===== src/rtl/rfsh_pkg.sv =====
package rfsh_pkg;

  typedef enum logic [2:0] {
    ST_IDLE,
    ST_ASK,
    ST_PRE_WAIT,
    ST_RFC_WAIT,
    ST_SLEEP,
    ST_WAKE
  } rfsh_state_e;

  // cs_n, ras_n, cas_n, we_n
  typedef struct packed {
    logic cs_n;
    logic ras_n;
    logic cas_n;
    logic we_n;
  } sd_cmd_t;

  localparam sd_cmd_t CMD_NOP = 4'b0111;
  localparam sd_cmd_t CMD_PRE = 4'b0010;
  localparam sd_cmd_t CMD_REF = 4'b0001;

  // Clocks between refreshes, rounded down so the rate never falls short.
  function automatic int unsigned refresh_interval(input int unsigned mhz,
                                                   input int unsigned ms,
                                                   input int unsigned rows);
    return (mhz * ms * 1000) / rows;
  endfunction

  function automatic int unsigned by_grade(input bit fast,
                                           input int unsigned fast_ck,
                                           input int unsigned slow_ck);
    return fast ? fast_ck : slow_ck;
  endfunction

endpackage


===== src/rtl/rfsh_interval_timer.sv =====
module rfsh_interval_timer #(
  parameter int INTERVAL = 781,
  localparam int TW = $clog2(INTERVAL)
) (
  input  logic clk,
  input  logic rst,
  input  logic hold,
  output logic tick
);

  logic [TW-1:0] cnt_q;
  logic          at_end;

  assign at_end = (cnt_q == TW'(INTERVAL - 1));
  assign tick   = !hold && at_end;

  always_ff @(posedge clk) begin
    if (rst || hold) begin
      cnt_q <= '0;
    end else if (at_end) begin
      cnt_q <= '0;
    end else begin
      cnt_q <= cnt_q + 1'b1;
    end
  end


  hold_restarts_chk: assert property (@(posedge clk) disable iff (rst)
    hold |=> (cnt_q == '0));


  tick_spacing_chk: assert property (@(posedge clk) disable iff (rst)
    tick |=> !tick);

endmodule


===== src/rtl/rfsh_backlog.sv =====
module rfsh_backlog #(
  parameter int PEND_W       = 4,
  parameter int POSTPONE_MAX = 4,
  localparam int PEND_TOP    = (1 << PEND_W) - 1
) (
  input  logic clk,
  input  logic rst,
  input  logic tick,
  input  logic served,
  input  logic clear,
  output logic pend_nz,
  output logic urgent
);

  logic [PEND_W-1:0] pend_q;

  always_ff @(posedge clk) begin
    if (rst || clear) begin
      pend_q <= '0;
    end else begin
      case ({tick, served})
        2'b10: if (pend_q != PEND_W'(PEND_TOP)) pend_q <= pend_q + 1'b1;
        2'b01: if (pend_q != '0) pend_q <= pend_q - 1'b1;
        default: pend_q <= pend_q;
      endcase
    end
  end

  assign pend_nz = (pend_q != '0);
  assign urgent  = (pend_q > PEND_W'(POSTPONE_MAX));


  backlog_no_rise_chk: assert property (@(posedge clk) disable iff (rst)
    (!tick && !clear) |=> (pend_q <= $past(pend_q)));


  backlog_cleared_chk: assert property (@(posedge clk) disable iff (rst)
    clear |=> !urgent);

endmodule


===== src/rtl/rfsh_cmd_seq.sv =====
module rfsh_cmd_seq
  import rfsh_pkg::*;
#(
  parameter int TRP_CK  = 2,
  parameter int TRFC_CK = 7,
  parameter int TXSR_CK = 7,
  localparam int LONGEST = (TRFC_CK > TXSR_CK) ? TRFC_CK : TXSR_CK,
  localparam int WW      = $clog2(LONGEST + 1)
) (
  input  logic    clk,
  input  logic    rst,
  input  logic    pend_nz,
  input  logic    urgent,
  input  logic    bus_grant,
  input  logic    sleep_req,
  output sd_cmd_t cmd_o,
  output logic    a10_o,
  output logic    cke_o,
  output logic    req_o,
  output logic    own_o,
  output logic    served_o,
  output logic    enter_sr_o,
  output logic    dormant_o
);

  rfsh_state_e   st_q;
  logic [WW-1:0] wait_q;
  logic          sleep_go_q;
  sd_cmd_t       cmd_q;
  logic          a10_q, cke_q, req_q, own_q;
  logic          need, fire;

  assign need       = pend_nz || sleep_req;
  assign fire       = (st_q == ST_PRE_WAIT) && (wait_q == '0);
  assign served_o   = fire && !sleep_go_q;
  assign enter_sr_o = fire && sleep_go_q;
  assign dormant_o  = (st_q == ST_SLEEP) || (st_q == ST_WAKE);

  always_ff @(posedge clk) begin
    if (rst) begin
      st_q       <= ST_IDLE;
      wait_q     <= '0;
      sleep_go_q <= 1'b0;
      cmd_q      <= CMD_NOP;
      a10_q      <= 1'b0;
      cke_q      <= 1'b1;
      req_q      <= 1'b0;
      own_q      <= 1'b0;
    end else begin
      cmd_q <= CMD_NOP;
      a10_q <= 1'b0;
      case (st_q)
        ST_IDLE: begin
          if (need) begin
            st_q  <= ST_ASK;
            req_q <= 1'b1;
          end
        end
        ST_ASK: begin
          if (!need) begin
            st_q  <= ST_IDLE;
            req_q <= 1'b0;
          end else if (bus_grant || urgent) begin
            cmd_q      <= CMD_PRE;
            a10_q      <= 1'b1;
            req_q      <= 1'b0;
            own_q      <= 1'b1;
            sleep_go_q <= sleep_req;
            wait_q     <= WW'(TRP_CK - 1);
            st_q       <= ST_PRE_WAIT;
          end
        end
        ST_PRE_WAIT: begin
          if (wait_q == '0) begin
            cmd_q <= CMD_REF;
            if (sleep_go_q) begin
              cke_q <= 1'b0;
              st_q  <= ST_SLEEP;
            end else begin
              wait_q <= WW'(TRFC_CK - 1);
              st_q   <= ST_RFC_WAIT;
            end
          end else begin
            wait_q <= wait_q - 1'b1;
          end
        end
        ST_RFC_WAIT, ST_WAKE: begin
          if (wait_q == '0) begin
            own_q <= 1'b0;
            st_q  <= ST_IDLE;
          end else begin
            wait_q <= wait_q - 1'b1;
          end
        end
        ST_SLEEP: begin
          if (!sleep_req) begin
            cke_q  <= 1'b1;
            wait_q <= WW'(TXSR_CK - 1);
            st_q   <= ST_WAKE;
          end
        end
        default: st_q <= ST_IDLE;
      endcase
    end
  end

  assign cmd_o = cmd_q;
  assign a10_o = a10_q;
  assign cke_o = cke_q;
  assign req_o = req_q;
  assign own_o = own_q;


  a10_with_pre_chk: assert property (@(posedge clk) disable iff (rst)
    a10_q |-> (cmd_q == CMD_PRE));


  sleep_quiet_chk: assert property (@(posedge clk) disable iff (rst)
    (!cke_q && $past(!cke_q)) |-> (cmd_q == CMD_NOP));


  wake_owned_chk: assert property (@(posedge clk) disable iff (rst)
    $rose(cke_q) |-> own_q);


  refresh_owned_chk: assert property (@(posedge clk) disable iff (rst)
    ((cmd_q == CMD_REF) && cke_q) |=> own_q);


  req_own_apart_chk: assert property (@(posedge clk) disable iff (rst)
    !(req_q && own_q));

endmodule


===== src/rtl/sdram_refresh_sched.sv =====
module sdram_refresh_sched
  import rfsh_pkg::*;
#(
  parameter int CLK_MHZ        = 100,
  parameter int REFRESH_ROWS   = 8192,
  parameter int WINDOW_MS      = 64,
  parameter int FAST_ABOVE_MHZ = 100,
  parameter int POSTPONE_MAX   = 4,
  parameter int PEND_W         = 4,
  localparam bit FAST    = (CLK_MHZ > FAST_ABOVE_MHZ),
  localparam int INTERVAL = int'(refresh_interval(CLK_MHZ, WINDOW_MS, REFRESH_ROWS)),
  localparam int TRP_CK  = int'(by_grade(FAST, 3, 2)),
  localparam int TRFC_CK = int'(by_grade(FAST, 9, 7)),
  localparam int TXSR_CK = int'(by_grade(FAST, 9, 7))
) (
  input  logic clk,
  input  logic rst,
  input  logic bus_grant,
  input  logic sleep_req,
  output logic bus_req,
  output logic bus_own,
  output logic urgent,
  output logic sd_cke,
  output logic sd_cs_n,
  output logic sd_ras_n,
  output logic sd_cas_n,
  output logic sd_we_n,
  output logic sd_a10
);

  logic    tick, served, enter_sr, dormant, pend_nz;
  sd_cmd_t cmd;

  rfsh_interval_timer #(.INTERVAL(INTERVAL)) timer_i (
    .clk (clk),
    .rst (rst),
    .hold(dormant),
    .tick(tick)
  );

  rfsh_backlog #(.PEND_W(PEND_W), .POSTPONE_MAX(POSTPONE_MAX)) backlog_i (
    .clk    (clk),
    .rst    (rst),
    .tick   (tick),
    .served (served),
    .clear  (enter_sr),
    .pend_nz(pend_nz),
    .urgent (urgent)
  );

  rfsh_cmd_seq #(.TRP_CK(TRP_CK), .TRFC_CK(TRFC_CK), .TXSR_CK(TXSR_CK)) seq_i (
    .clk       (clk),
    .rst       (rst),
    .pend_nz   (pend_nz),
    .urgent    (urgent),
    .bus_grant (bus_grant),
    .sleep_req (sleep_req),
    .cmd_o     (cmd),
    .a10_o     (sd_a10),
    .cke_o     (sd_cke),
    .req_o     (bus_req),
    .own_o     (bus_own),
    .served_o  (served),
    .enter_sr_o(enter_sr),
    .dormant_o (dormant)
  );

  assign sd_cs_n  = cmd.cs_n;
  assign sd_ras_n = cmd.ras_n;
  assign sd_cas_n = cmd.cas_n;
  assign sd_we_n  = cmd.we_n;


  urgent_takes_bus_chk: assert property (@(posedge clk) disable iff (rst)
    (urgent && bus_req && !sleep_req) |=> bus_own);

endmodule


===== config.mk =====
export PLATFORM = sky130hd
export DESIGN_NAME = sdram_refresh_sched
export DESIGN_NICKNAME = d
export VERILOG_FILES = /design/src/rtl/rfsh_pkg.sv /design/src/rtl/rfsh_interval_timer.sv /design/src/rtl/rfsh_backlog.sv /design/src/rtl/rfsh_cmd_seq.sv /design/src/rtl/sdram_refresh_sched.sv
export SDC_FILE = /design/constraint.sdc
export NUM_CORES = 1
export LEC_CHECK = 0
export BUFFER_PORTS_ARGS = -buffer_cell sky130_fd_sc_hd__buf_2
export CAP_MARGIN = 40
export CORE_ASPECT_RATIO = 1.1
export CORE_MARGIN = 2
export CORE_UTILIZATION = 35
export DETAILED_ROUTE_END_ITERATION = 8
export HOLD_SLACK_MARGIN = 0.02
export MAX_ROUTING_LAYER = met4
export PLACE_DENSITY = 0.47
export SETUP_SLACK_MARGIN = 0.02
export SLEW_MARGIN = 20
export SYNTH_ARGS = -nofsm -noshare
export SYNTH_HDL_FRONTEND = slang
export SYNTH_SLANG_ARGS = --single-unit

===== constraint.sdc =====
create_clock -name clk -period 2.9 [get_ports clk]
set_input_delay 0.58 -clock clk [delete_from_list [all_inputs] [get_ports clk]]
set_output_delay 0.58 -clock clk [all_outputs]
set_load 0.01 [all_outputs]

Word-level counts from Yosys, hierarchy flattened

Index checks and enable logic that the tools add are counted.

Muxes and demuxes: 35
Order comparisons: 1
Reduce and logical (&&, ||, !) cells: 29
Add/sub/neg operators: 4
Equal/unequal tests: 21
Bitwise operators: 2

Operators with widths:

| operator                                                      | count |
|---|---|
| two-way mux 3 bit                                             | 15 |
| case mux 4 bit (2 select lines)                               | 2 |
| case mux 3 bit (5 select lines)                               | 1 |
| != test 2 x 1 -> 1 bit, second input constant                 | 7 |
| two-way mux 4 bit                                             | 3 |
| case mux 3 bit (4 select lines)                               | 1 |
| adder 10 x 1 -> 10 bit, second input constant                 | 1 |
| equality test 10 bit, second input constant                   | 1 |
| two-way mux 1 bit                                             | 10 |
| AND reduction 3 bit                                           | 3 |
| AND reduction 4 bit                                           | 2 |
| nonzero test 2 bit                                            | 4 |
| nonzero test 4 bit                                            | 2 |
| equality test 3 x 2 -> 1 bit, second input constant           | 2 |
| equality test 3 bit, second input constant                    | 2 |
| logical NOT 3 bit                                             | 2 |
| != test 2 bit, second input constant                          | 3 |
| != test 3 bit, second input constant                          | 2 |
| case mux 1 bit (2 select lines)                               | 3 |
| AND reduction 6 bit                                           | 1 |
| logical OR 1 bit                                              | 5 |
| AND reduction 5 bit                                           | 1 |
| adder 4 x 1 -> 4 bit, second input constant                   | 1 |
| greater-than comparator 4 x 3 -> 1 bit, second input constant | 1 |
| other kinds (11)                                              | 17 |

Output and inout port bits: 9
Bits of input ports: 4
Logic and storage cells: 105
Bits in registers: 29

Longest topological paths before layout

Depth in word-level cells: 7
Mapped depth: 12
Mapped depth without buffers: 12

Modules after synthesis

Synthesis repeated with hierarchy kept, for this count alone.

Cells, all modules: 200
Area, all modules: 1,611.5 um^2

By module, submodules not included:

| module              | area each (um^2) | seq. area each (um^2) | times used | cells an instance |
|---|---|---|---|---|
| rfsh_cmd_seq        | 830.8            | 280.3                 | 1          | 111 |
| rfsh_interval_timer | 506.7            | 200.2                 | 1          | 57 |
| rfsh_backlog        | 274.0            | 80.1                  | 1          | 32 |

Worst setup path after synthesis

No wires, ideal clock.

Path type: register to register
From: register seq_i.wait_q[0]
To: register backlog_i.pend_q[3]
Buffers on the path: 0
Cell stages (with the launch flop): 12
Period minus slack after synthesis: 2.299 ns
Data arrival time: 2.229 ns
Setup slack: 0.601 ns
Library setup time: 0.070 ns
Data required time: 2.830 ns
Path through: dfxtp_1 -> inv_1 -> ha_1 -> nand2b_2 -> nor4_1 -> ha_1 -> ha_1 -> a21o_1 -> a21oi_1 -> xnor2_1 -> or3_1 -> a21oi_1

Cells in the longest elaborated chain, start to end: 6
Elaborated cells between the ends (all ways): 12
Classes of those cells: eq/ne: 4; mux: 1; reduce/logical: 7

RTL lines:

| item                                                                   | RTL line           | RTL |
|---|---|---|
| from (decl)                                                            | rfsh_cmd_seq.sv:27 | `logic [WW-1:0] wait_q;` |
| from (signal assigned)                                                 | rfsh_cmd_seq.sv:69 | `wait_q <= WW'(TRP_CK - 1);` |
| from (signal assigned)                                                 | rfsh_cmd_seq.sv:80 | `wait_q <= WW'(TRFC_CK - 1);` |
| from (signal assigned)                                                 | rfsh_cmd_seq.sv:84 | `wait_q <= wait_q - 1'b1;` |
| logical NOT 3 bit (*)                                                  | rfsh_cmd_seq.sv:34 | `assign fire = (st_q == ST_PRE_WAIT) && (wait_q == '0);` |
| logical AND 1 bit (*)                                                  | rfsh_cmd_seq.sv:34 |  |
| logical AND 1 bit                                                      | rfsh_cmd_seq.sv:35 | `assign served_o = fire && !sleep_go_q;` |
| equality test 2 x 1 -> 1 bit or equality test 2 bit (tied branches)    | rfsh_backlog.sv:21 | `case ({tick, served})` |
| != test 2 x 1 -> 1 bit (no line) or nonzero test 2 bit (tied branches) | --                 |  |
| AND reduction 3 bit (no line)                                          | --                 |  |
| to (signal assigned)                                                   | rfsh_backlog.sv:22 | `2'b10: if (pend_q != PEND_W'(PEND_TOP)) pend_q <= pend_q + 1'b1;` |
| to (signal assigned)                                                   | rfsh_backlog.sv:23 | `2'b01: if (pend_q != '0) pend_q <= pend_q - 1'b1;` |
| to (signal assigned)                                                   | rfsh_backlog.sv:24 | `default: pend_q <= pend_q;` |
| to (decl)                                                              | rfsh_backlog.sv:15 | `logic [PEND_W-1:0] pend_q;` |

Mark *: on every way between the ends. The rest lies on a longest branch, timed or not.
A chain may end at the register's enable or synchronous reset.

Worst setup path after layout

Same ends and word-level chain as after synthesis.

==> results.py <==
metrics = {
    "detailed_routing": {
        "vias_per_cell": 5.07,
        "ant_nets": 0,
        "vias": 1272,
        "drc_errors": 0,
        "wire_per_inst_microns": 12.7,
        "drtIter0Drc": 47,
        "drt-total-wl_microns": 3200,
        "dr.pass1.iters": 4,
    },
    "setup_path": {
        "cp_cell_sequence": "inv_1 -> ha_1 -> nand2b_2 -> nor4_1 -> ha_1 -> ha_1 -> a21o_1 -> a21oi_1 -> xnor2_1 -> or3_1 -> a21oi_1",
        "required_ns": 3.12,
        "cpMostUsedCell": "ha_1",
        "slowest_delay_ns": 0.34,
        "startpoint_type": "flip-flop",
        "cp_num_buf_inv": 1,
        "critPathTopFamily": "adder cells",
        "end_kind": "flip-flop",
        "cp_max_fo": 6,
        "slowest_stage": "dfxtp_1",
        "path_class": "reg2reg",
        "crit_arrival_ns": 2.77,
    },
    "clock_tree": {
        "clockBufferDepth": 2,
        "ctsHoldBuffers": 0,
        "clk_pin_slew_ns": 0.10,
        "clock_latency_ns": 0.28,
        "cts_sinks": 28,
        "postCtsSetupBuffers": 0,
        "h-tree-depth": 1,
        "cts_tree": "built",
        "cts_buffers": 3,
        "cts-root-buf": "clkbuf_8",
        "cts.repair.resized": 0,
    },
    "floorplanning": {
        "num_io_pins": 13,
        "dieHeight_microns": 75.6,
        "initial_core_util": 0.358,
        "dieArea_sq_um": 5220,
        "fp.dieW_microns": 69.1,
        "core_sq_um": 4550,
        "rows": 26,
    },
    "timing": {
        "hold_viol_final": 0,
        "setup_violations": 0,
        "rsz0062_at_grt": "false",
        "fmax_ghz": 0.392,
        "finalMaxSlewViolations": 0,
        "final.setup.tns_ns": 0,
        "fin_crit_sh": 0.880,
        "worst_pin_slew_ns": 0.514,
        "worst_slack_ns": 0.348,
        "hold_ws_ns": 0.493,
        "clock_skew_ns": 0.00934,
        "final.min_clock_period_ns": 2.55,
        "relSlewSlack": 0.657,
    },
    "logic_synthesis": {
        "muxShareOfSynthArea": 0.0184,
        "synth_simple_gate_area_share": 0.242,
        "synthAdderAreaFrac": 0.0736,
        "synth_compound_area_frac": 0.172,
        "syn-num-nets": 199,
        "seq_area_frac_synth": 0.344,
        "synth_top_family_by_area": "simple AND/OR/NAND/NOR gates",
        "synthXorXnorAreaFrac": 0.0590,
        "avgSynthCellArea_sq_um": 8.77,
        "synth_area_sq_um": 1630,
        "synth_seq_cells": 28,
        "ys_warn_count": 0,
        "postSynth.asyncResetShare": 0,
        "synth_edf_count": 0,
        "synth_cells": 186,
        "synth_cell_types": 47,
        "ys.flop_type": "dfxtp_1",
    },
    "global_routing": {
        "gr-total-overflow": 0,
        "grt_pass1_vias": 1226,
        "grt_max_degree": 18,
        "grt_use_total": 0.134,
        "grt_pass1_wl_microns": 5530,
        "antenna_found_initial": 0,
    },
    "layout": {
        "drive_above_1_share": 0.205,
        "diodes": 0,
        "syn_to_final_growth_pct": 7.29,
        "nNetsFinal": 209,
    },
    "power": {
        "peakVddDrop_v": 0.000230,
        "p_leak_nw": 0.686,
        "p_per_area_nw_per_um2": 451,
    },
    "worst_hold_path": {
        "hold_class": "reg2reg",
    },
    "job": {
        "max_cap_violations": 0,
    },
    "placement": {
        "place_ws_ns": 0.361,
        "hpwl_microns": 2400,
        "gp_congestion": 0.812,
        "numPortBuffers": 11,
    },
    "outcome": {
        "outcome": "complete, no violations",
    },
}
## report_power, final
group	internal (mW)	switching, mW	total [mW]
Clock	0.185	0.125	0.310
Combinational	0.0291	0.0481	0.0772
Sequential	0.394	0.00837	0.403
Total	0.608	0.182	0.790
## logic make-up (layout without fill, tap and decap cells)
kind of cell	after synthesis	count (layout)
flip-flops	28	28
buffers and inverters	21	30
AND/OR/NAND/NOR	72	72
adder cells (fa/ha/maj)	9	9
XOR/XNOR	11	11
AO/OA/AOI/OAI	41	41
multiplexers	3	3
other	1	1
## final timing paths
check / from / to / slack [ns] / cells after the start
max: seq_i.wait_q[0] / backlog_i.pend_q[3] / 0.35 / 11
min: timer_i.cnt_q[0] / timer_i.cnt_q[0] / 0.49 / 1
max reg2reg: seq_i.wait_q[0] / backlog_i.pend_q[3] / 0.35 / 11
min reg2reg: timer_i.cnt_q[0] / timer_i.cnt_q[0] / 0.49 / 1
## cell usage in the layout, fill, tap and decap left out, types with 2 or more instances in the layout
cell type / count
dfxtp_1: 28
nor2_1: 15
a21oi_1: 14
inv_1: 11
nor2_2: 11
buf_2: 11
nand2_1: 8
ha_1: 8
nor3_1: 7
nand3_1: 7
xnor2_1: 6
o21ai_0: 5
nor2b_1: 5
xor2_1: 5
nand2b_1: 4
a21o_1: 3
o31ai_1: 3
a211oi_1: 3
mux2i_1: 3
o21bai_1: 3
clkbuf_8: 3
buf_4: 3
nor4_1: 2
or3_1: 2
or2_2: 2
and3_1: 2
## worst reg2reg max path, stage by stage, from the launching register on
cell and delay (ns):
dfxtp_1 0.34, inv_1 0.10, ha_1 0.21, nand2b_2 0.12
nor4_1 0.31, ha_1 0.30, ha_1 0.25, a21o_1 0.17
a21oi_1 0.16, xnor2_1 0.09, or3_1 0.30, a21oi_1 0.13
## cell usage after synthesis, drive strengths merged, types with 2 or more instances
| master | n | area share |
|---|---|---|
| a2111oi | 2 | 0.012 |
| a211oi | 4 | 0.021 |
| a21o | 3 | 0.014 |
| a21oi | 15 | 0.048 |
| a311oi | 2 | 0.015 |
| and3 | 2 | 0.0077 |
| buf | 4 | 0.019 |
| clkbuf | 5 | 0.042 |
| dfxtp | 28 | 0.34 |
| ha | 8 | 0.061 |
| inv | 12 | 0.028 |
| mux2i | 3 | 0.018 |
| nand2 | 8 | 0.018 |
| nand2b | 5 | 0.021 |
| nand3 | 8 | 0.028 |
| nor2 | 26 | 0.077 |
| nor2b | 5 | 0.019 |
| nor3 | 7 | 0.021 |
| nor4 | 2 | 0.0077 |
| o21ai | 7 | 0.024 |
| o21bai | 3 | 0.014 |
| o31ai | 3 | 0.014 |
| or2 | 2 | 0.0077 |
| or3 | 2 | 0.0077 |
| xnor2 | 6 | 0.032 |
| xor2 | 5 | 0.027 |
## state kept, by name (all words and copies together) (netlist names)
signal            count
timer_i.cnt_q        10
seq_i.sleep_go_q      1
seq_i.cke_o           1
seq_i.own_o           1
seq_i.wait_q          3
seq_i.req_o           1
seq_i.cmd_o           3
seq_i.st_q            3
seq_i.a10_o           1
backlog_i.pend_q      4
## through the flow
stage | power, mW | area, sq um | utilization | std cells
2_1_floorplan | 0.479 | 1630 | - | 186
5_1_grt | 0.828 | 1750 | 0.384 | 251
3_3_place_gp | 0.487 | 1680 | 0.369 | 247
3_5_place_dp | 0.489 | 1680 | 0.369 | 247
4_1_cts | 0.803 | 1750 | 0.384 | 251
6_report | 0.790 | 1750 | 0.384 | 251
## per-layer routing
metal  part of all wire  global-route usage  up-vias  wire length, microns
met5                  0                   -        -                     0
met4              0.016              0.0523        0                    51
met3              0.036              0.0238        6                   116
met2               0.48               0.237       24                  1540
met1               0.47               0.154      589                  1490
li1                   -                   -      653                     -
## area by class of cell
class                      instances  area, sq um
timing repair buffer              14         77.6
clock inverter                     1         30.0
clock buffer                       3         41.3
fill                             489         2800
sequential                        28          561
inverter                          12         45.0
multi-input combinational        137          926
tap                               56         70.1
No activity file was read; power rests on OpenSTA's default activity.
